===== config.mk =====
export PLATFORM = sky130hd
export DESIGN_NAME = tmr_accum
export DESIGN_NICKNAME = d
export VERILOG_FILES = /design/src/rtl/tmr_accum.sv
export SDC_FILE = /design/constraint.sdc
export NUM_CORES = 1
export LEC_CHECK = 0
export BUFFER_PORTS_ARGS = -buffer_cell sky130_fd_sc_hd__buf_2
export CELL_PAD_IN_SITES_DETAIL_PLACEMENT = 0
export CELL_PAD_IN_SITES_GLOBAL_PLACEMENT = 2
export CORE_UTILIZATION = 32
export DETAILED_ROUTE_END_ITERATION = 16
export PLACE_DENSITY = 0.89
export SLEW_MARGIN = 30
export SYNTH_ARGS = -nofsm -noshare
export SYNTH_HDL_FRONTEND = slang
export SYNTH_SLANG_ARGS = --single-unit

===== constraint.sdc =====
create_clock -name clk -period 2.82 [get_ports clk]
set_clock_uncertainty 0.2 [all_clocks]
set_input_delay 0.564 -clock clk [delete_from_list [all_inputs] [get_ports clk]]
set_output_delay 0.564 -clock clk [all_outputs]
set_load 0.02 [all_outputs]

===== src/rtl/tmr_accum.sv =====
module tmr_accum #(
  parameter int W = 8,
  parameter logic [W-1:0] RESET_VAL = '0
) (
  input  logic           clk,
  input  logic           rst_n,
  input  logic           en,
  input  logic [W-1:0]   din,
  input  logic [3*W-1:0] inj_flip,
  output logic [W-1:0]   q,
  output logic [2:0]     mismatch
);

  function automatic logic [W-1:0] vote(input logic [W-1:0] a, input logic [W-1:0] b,
                                        input logic [W-1:0] c);
    return (a & b) | (a & c) | (b & c);
  endfunction

  logic [W-1:0] st [3];
  logic [W-1:0] fb [3];
  logic [W-1:0] nx [3];

  for (genvar k = 0; k < 3; k++) begin : g_copy
    assign fb[k] = vote(st[0], st[1], st[2]);
    assign nx[k] = en ? fb[k] + din : fb[k];
    assign mismatch[k] = (st[k] != q);
  end

  always_ff @(posedge clk or negedge rst_n) begin
    if (!rst_n) begin
      for (int k = 0; k < 3; k++) st[k] <= RESET_VAL;
    end else begin
      for (int k = 0; k < 3; k++) st[k] <= nx[k] ^ inj_flip[k*W +: W];
    end
  end

  assign q = vote(st[0], st[1], st[2]);

  logic [2:0]   hit;
  logic [W-1:0] q_want;
  assign hit    = {|inj_flip[2*W +: W], |inj_flip[W +: W], |inj_flip[0 +: W]};
  assign q_want = en ? q + din : q;

  AST_RESET_STATE: assert property (@(posedge clk) !rst_n |=> (q == RESET_VAL && mismatch == 3'b000));
  AST_SINGLE_MASKED: assert property (@(posedge clk) disable iff (!rst_n)
    ($countones(hit) <= 1) |=> (q == $past(q_want)));
  AST_FLAG_COPY: assert property (@(posedge clk) disable iff (!rst_n)
    ($countones(hit) == 1) |=> (mismatch == $past(hit)));
  AST_RESYNC: assert property (@(posedge clk) disable iff (!rst_n)
    (hit == 3'b000) |=> (mismatch == 3'b000));

endmodule


==> results of run 1 <==
[layer usage]
| metal | part of all wire (%) | vias up | track usage [%] | wire [um] |
|---|---|---|---|---|
| met5 | 0 | - | 0 | 0 |
| met4 | 0.65 | 0 | 3.75 | 27 |
| met3 | 2.4 | 2 | 0.571 | 99 |
| met2 | 44 | 24 | 22.0 | 1850 |
| met1 | 52 | 779 | 20.8 | 2180 |
| li1 | - | 875 | - | - |
[what timing repair did]
action / CTS / global route
setup buffers: 1 / 4
pin swaps: 0 / 5
gates resized for setup: 1 / 6
setup endpoints to repair: 1 / 3
[cell type report]
type	instances	area (um^2)
repair buffers	55	307
clock buffers	3	41.3
fillers	623	3510
well taps	75	93.8
flip-flops and latches	24	603
inverters	5	18.8
multi-input cells	180	1310
[cells in the final DEF, fill, tap and decap left out, drive strengths merged, types with 2 or more instances in the layout]
cell / netlist / final
inv: 5 / 5
nand2b: 5 / 5
xor3: 3 / 3
nor3: 6 / 6
a2bb2oi: 3 / 3
nor4: 2 / 2
nand2: 17 / 17
a31oi: 2 / 2
ha: 7 / 7
nor2b: 12 / 12
nand3: 5 / 5
o21ai: 12 / 12
o22ai: 2 / 2
o21a: 2 / 2
clkbuf: 3 / 3
nor3b: 2 / 2
nand3b: 10 / 10
xor2: 4 / 4
nor2: 17 / 17
buf: 3 / 55
xnor2: 23 / 23
or2: 3 / 3
a21oi: 12 / 12
a21o: 3 / 3
o2111ai: 5 / 5
or3: 5 / 5
dfrtp: 24 / 24
nand4b: 3 / 3
a211oi: 3 / 3
a221oi: 2 / 2
[cells in the mapped netlist (2+ instances only)]
cell type  instances
a211oi_1           3
a21o_1             3
a21oi_1           12
a2bb2oi_1          3
a31oi_4            2
buf_1              3
clkbuf_1           3
dfrtp_1           24
ha_1               7
inv_1              5
nand2_1           16
nand2b_1           5
nand3_1            5
nand3b_1          10
nand4b_1           3
nor2_1            16
nor2b_1           12
nor3_1             6
nor3b_1            2
nor4_1             2
o2111ai_1          5
o21a_1             2
o21ai_0            7
o21ai_1            4
o22ai_1            2
or2_2              3
or3_1              5
xnor2_1           23
xor2_1             4
xor3_1             3
[logic make-up after synthesis]
| kind of cell | synth area share (%) |
|---|---|
| AOI/OAI and AO/OA | 18.5 |
| xor gates and xnor gates | 15.8 |
| adders and majority gates | 5.54 |
| buffers and inverters | 2.12 |
| DFF | 30.9 |
| muxes | 0.515 |
| and+or+nand+nor | 26.6 |
[through the flow]
stage | hold WS (ps) | instance area (um^2)
floorplan | 68.4 | 1940
global placement | 370 | 2280
detailed placement | 371 | 2280
CTS | 92.9 | 2330
global route | 112 | 2380
finish | 68.8 | 2380
[where the power goes]
part	leakage, uW	switching (uW)	total, uW	internal (uW)
clock network	0.0000216	99.5	195	95.2
logic	0.000715	1220	2290	1080
registers	0.000276	184	726	542
[worst max-delay path: stages (launching register included)]
cell	delay [ps]
dfrtp_1	410
a21oi_1	310
nor2_4	110
xnor2_1	160
nand2_1	80
or4_4	540
buf_6	150
[path summary, 6_finish.rpt]
kind / slack (ps) / startpoint / to
max: 50 / st[7] / mismatch[2]
min: 70 / rst_n / st[9]
max reg2reg: 230 / st[20] / st[13]
min reg2reg: 700 / st[23] / st[15]
max in group asynchronous: 1980 / rst_n / st[20]
min in group clk: 280 / inj_flip[2] / st[18]
==> impl_metrics.py, run 1 <==
metrics = {
    "hold_path": {
        "hold_path.class": "input pin to asynchronous set/reset pin",
    },
    "yosys": {
        "synth_top_cell_area_share_pct": 30.9,
        "synth_async_sr_flop_share_pct": 100,
        "syn-cell-area_um2": 1940,
        "syn_inst": 215,
        "synth-edff-count": 0,
        "ys_seq_area_share_pct": 30.9,
        "synth-main-ff-cell": "dfrtp_1",
        "yosys_warnings": 0,
        "yosysUniqueCellTypes": 45,
        "syn_nets": 258,
        "yosys.area.top_type": "dfrtp_1",
        "ys_top_cells_by_area": "dfrtp_1 31%, xnor2_1 10%, ha_1 4.5%",
        "synth-seq-cells": 24,
        "avgSynthCellArea_um2": 9.04,
    },
    "drt": {
        "totalWireLength_mm": 4.16,
        "ant_nets": 0,
        "routedWlPerCell_um": 12.2,
        "vias": 1680,
        "drt_iter0_drc": 50,
        "route.detailed.drc": 0,
        "viasPerCell": 4.91,
        "dr.pass1.iters": 4,
    },
    "timing": {
        "setup_tns_ps": 0,
        "rsz0062_at_grt": "yes",
        "final_max_slew_viol_count": 0,
        "finalSetupViolCount": 0,
        "layout_min_cycle_time_ps": 2770,
        "fin_ws_ps": 49.2,
        "hold_viol": 0,
        "post-route-period-util_pct": 98.3,
        "fmax_ghz": 0.361,
        "tightest_slew_ps": 560,
        "maxSlewHeadroom_pct": 62.6,
    },
    "floorplan": {
        "ios": 46,
        "die_w_um": 79.9,
        "start_util_pct": 33.0,
        "core_um2": 5890,
        "die-height_um": 79.9,
        "dieArea_um2": 6390,
        "fp-row-count": 28,
    },
    "clocking": {
        "cts_buffers": 3,
        "cts_tree": "yes",
        "clockBufferDepth": 2,
        "clk_pin_slew_ps": 80,
        "clock_latency_ps": 260,
        "cts.sinks": 24,
        "hold_buffers": 0,
        "cts-root-buf": "clkbuf_8",
        "cts-htree-levels": 1,
    },
    "run": {
        "maxCapViolCount": 0,
    },
    "power_and_ir_drop": {
        "p_total_uw": 3210,
        "power_density_nw_per_um2": 1350,
        "p_leak_uw": 0.00101,
        "peakVddDrop_v": 0.000630,
    },
    "critical_path": {
        "crit_path_max_fanout": 6,
        "critPathKind": "flip-flop to output pin",
        "arrival_ps": 2010,
        "setup.worst_path.end_class": "output pin",
        "r2r_cells": 10,
        "required_ps": 2060,
        "start_kind": "flip-flop",
    },
    "finish": {
        "fin_util_pct": 40.4,
        "top_regs": "st (24)",
        "top_register": "st",
        "largest_reg_flops": 24,
        "final_cell_count_no_fill": 342,
        "nNetsFinal": 312,
        "antennaDiodeCount": 0,
        "drive_above_1_share_pct": 27.7,
        "syn_to_final_growth_pct": 22.3,
    },
    "placed_design": {
        "place.gp.congestion": 0.728,
        "io_buffers": 45,
        "dp_hpwl_mm": 3.45,
        "pre_cts_ws_ps": 190,
        "place_inst": 334,
    },
    "grt": {
        "grt_max_degree": 33,
        "grt_pass1_wl_mm": 6.97,
        "grtUsageTotal_pct": 14.0,
        "grt_overflow": 0,
        "grt_pass1_vias": 1527,
        "antenna_found_initial": 0,
    },
    "outcome": {
        "status": "complete, no violations",
    },
}
Power figures use the tool's default switching activity.
==> run 2, diff against run 1 <==
==> constraint.sdc (replaced) <==
create_clock -name clk -period 2.82 [get_ports clk]
set_clock_uncertainty 0.2 [all_clocks]
set_input_delay 0.846 -clock clk [delete_from_list [all_inputs] [get_ports clk]]
set_output_delay 0.846 -clock clk [all_outputs]
set_load 0.02 [all_outputs]
==> run 2 against run 1 <==
The run now ends with setup timing left. Core utilization up 0.47 points. Highest routed layer unchanged. Global-route usage rose by 0.80 points. Hold slack improved by 290 ps. Via count shrank 0.30%. First-iteration DRC count is 40% higher. Critical path type unchanged. Register-to-register slack got worse by 30 ps. Sequential power down 1%. Cell count grew 0.88%.
==> impl_metrics.py, run 2 (synthesized netlist as in run 1, its figures left out) <==
metrics = {
    "floorplan": {
        "die-height_um": 79.9,
        "start_util_pct": 33.0,
        "die_w_um": 79.9,
        "dieArea_um2": 6390,
        "core_um2": 5890,
        "ios": 46,
        "fp-row-count": 28,
    },
    "finish": {
        "nNetsFinal": 314,
        "top_register": "st",
        "drive_above_1_share_pct": 28.1,
        "most-common-layout-cells": "44 x buf_2, 24 x dfrtp_1, 23 x xnor2_1, 16 x nand2_1, 15 x nor2_1",
        "syn_to_final_growth_pct": 23.7,
        "antennaDiodeCount": 0,
        "fin_util_pct": 40.8,
        "final_common_cell": "buf_2",
        "top_regs": "st (24)",
        "largest_reg_flops": 24,
        "nFillCells": 617,
        "stdcell_area_um2": 2400,
    },
    "timing": {
        "fmax_ghz": 0.336,
        "hold_viol": 0,
        "rsz0062_at_grt": "yes",
        "layout_min_cycle_time_ps": 2980,
        "maxSlewHeadroom_pct": 63.2,
        "fin_ws_ps": -156,
        "tightest_slew_ps": 552,
        "final_max_slew_viol_count": 0,
        "post-route-period-util_pct": 106,
        "finalSetupViolCount": 3,
        "setup_tns_ps": -259,
    },
    "critical_path": {
        "required_ps": 1770,
        "cp_slowest_cell": "or4_4",
        "r2r_slack_ps": 200,
        "critPathLaunch": "st[21]",
        "cp_slowest_stage_delay_ps": 530,
        "cp_num_cells": 5,
        "setup.worst_path.end_class": "output pin",
        "cp_num_buf_inv": 1,
        "start_kind": "flip-flop",
        "crit_chain": "a21o_1, a221oi_2, o2111ai_1, or4_4, buf_6",
        "r2r_cells": 11,
        "critPathKind": "flip-flop to output pin",
        "reg2reg_to": "st[7]",
        "crit_path_max_fanout": 4,
        "rr_startpoint": "st[13]",
        "arrival_ps": 1930,
        "cp_top_family": "compound AO/OA/AOI/OAI gates",
        "cp-endpoint": "mismatch[2]",
    },
    "outcome": {
        "status": "finished, violations left",
        "failed_checks": "setup timing",
    },
    "clocking": {
        "clock_latency_ps": 260,
        "clockBufferDepth": 2,
        "clk_pin_slew_ps": 90,
        "cts_tree": "yes",
        "cts-root-buf": "clkbuf_8",
        "cts.sinks": 24,
        "cts_buffers": 3,
        "cts-htree-levels": 1,
    },
    "hold_path": {
        "hold_path.class": "input pin to asynchronous set/reset pin",
    },
    "placed_design": {
        "place.gp.congestion": 0.738,
        "dp_hpwl_mm": 3.48,
        "io_buffers": 45,
        "post_dp_cell_area_um2": 2290,
    },
    "power_and_ir_drop": {
        "p_leak_uw": 0.00103,
        "p_total_uw": 3280,
        "peakVddDrop_v": 0.000571,
        "power_density_nw_per_um2": 1360,
    },
    "grt": {
        "grt_max_degree": 33,
        "grtUsageMet3_pct": 0.457,
        "met2_usage_pct": 24.7,
        "grt_pass1_wl_mm": 7.42,
        "grt_overflow": 0,
        "grtUsageTotal_pct": 14.8,
        "grt_pass1_vias": 1600,
        "top_usage_layer": "met2",
        "antenna_found_initial": 0,
        "grt_use_met1_pct": 20.9,
    },
    "drt": {
        "drt_iter0_drc": 70,
        "totalWireLength_mm": 4.38,
        "ant_nets": 0,
        "vias": 1675,
        "dr.pass1.iters": 4,
        "viasPerCell": 4.86,
        "route.detailed.drc": 0,
        "routedWlPerCell_um": 12.7,
    },
    "run": {
        "maxCapViolCount": 0,
    },
}
==> run 2: changes by cell type in the layout (fill, tap and decap cells not counted), sizes merged <==
cell | previous run | this run
buf | 55 | 57
clkbuf | 3 | 4
==> run 2: power breakdown <==
group	internal [uW]	switching, uW
clock network	124	108
logic	1090	1230
registers	539	179
total	1760	1520
==> run 2: worst min path at each step <==
stage               startpoint      to  slack [ps]
finish                   rst_n   st[6]         360
CTS                      rst_n  st[22]         370
global route             rst_n   st[6]         390
detailed placement       rst_n  st[17]         660
floorplan                rst_n   st[0]         350
global placement         rst_n  st[17]         650
==> run 2: routing by layer <==
metal  part of all wire, %  wire length (um)
met5                     0                 0
met3                   2.1                94
met1                    52              2260
met4                  0.62                27
met2                    46              1990
==> run 2: per-stage QoR <==
| stage | std cells | setup WS [ps] | hold slack (ps) |
|---|---|---|---|
| after floorplan | 215 | 93.2 | 350 |
| after global placement | 336 | 99.9 | 655 |
| after detailed placement | 336 | 88.4 | 657 |
| after CTS | 344 | -166 | 368 |
| after global routing | 345 | -254 | 387 |
| final | 345 | -156 | 355 |
==> run 2: final cells by class <==
cell class              count  area, um^2  share of cell area, %
multi-input cells         180        1310                   54.7
flip-flops and latches     24         601                   25.0
repair buffers             57         322                   13.4
well taps                  75        93.8                   3.90
clock buffers               4        55.1                   2.29
inverters                   5        18.8                  0.781
==> run 2: timing repair <==
action                     4_1_cts  5_1_grt
hold endpoints to repair         0        0
setup endpoints to repair        3        7
pin swaps                        7        3
hold buffers                     0        0
setup buffers                    4        1
resized for setup                4        1
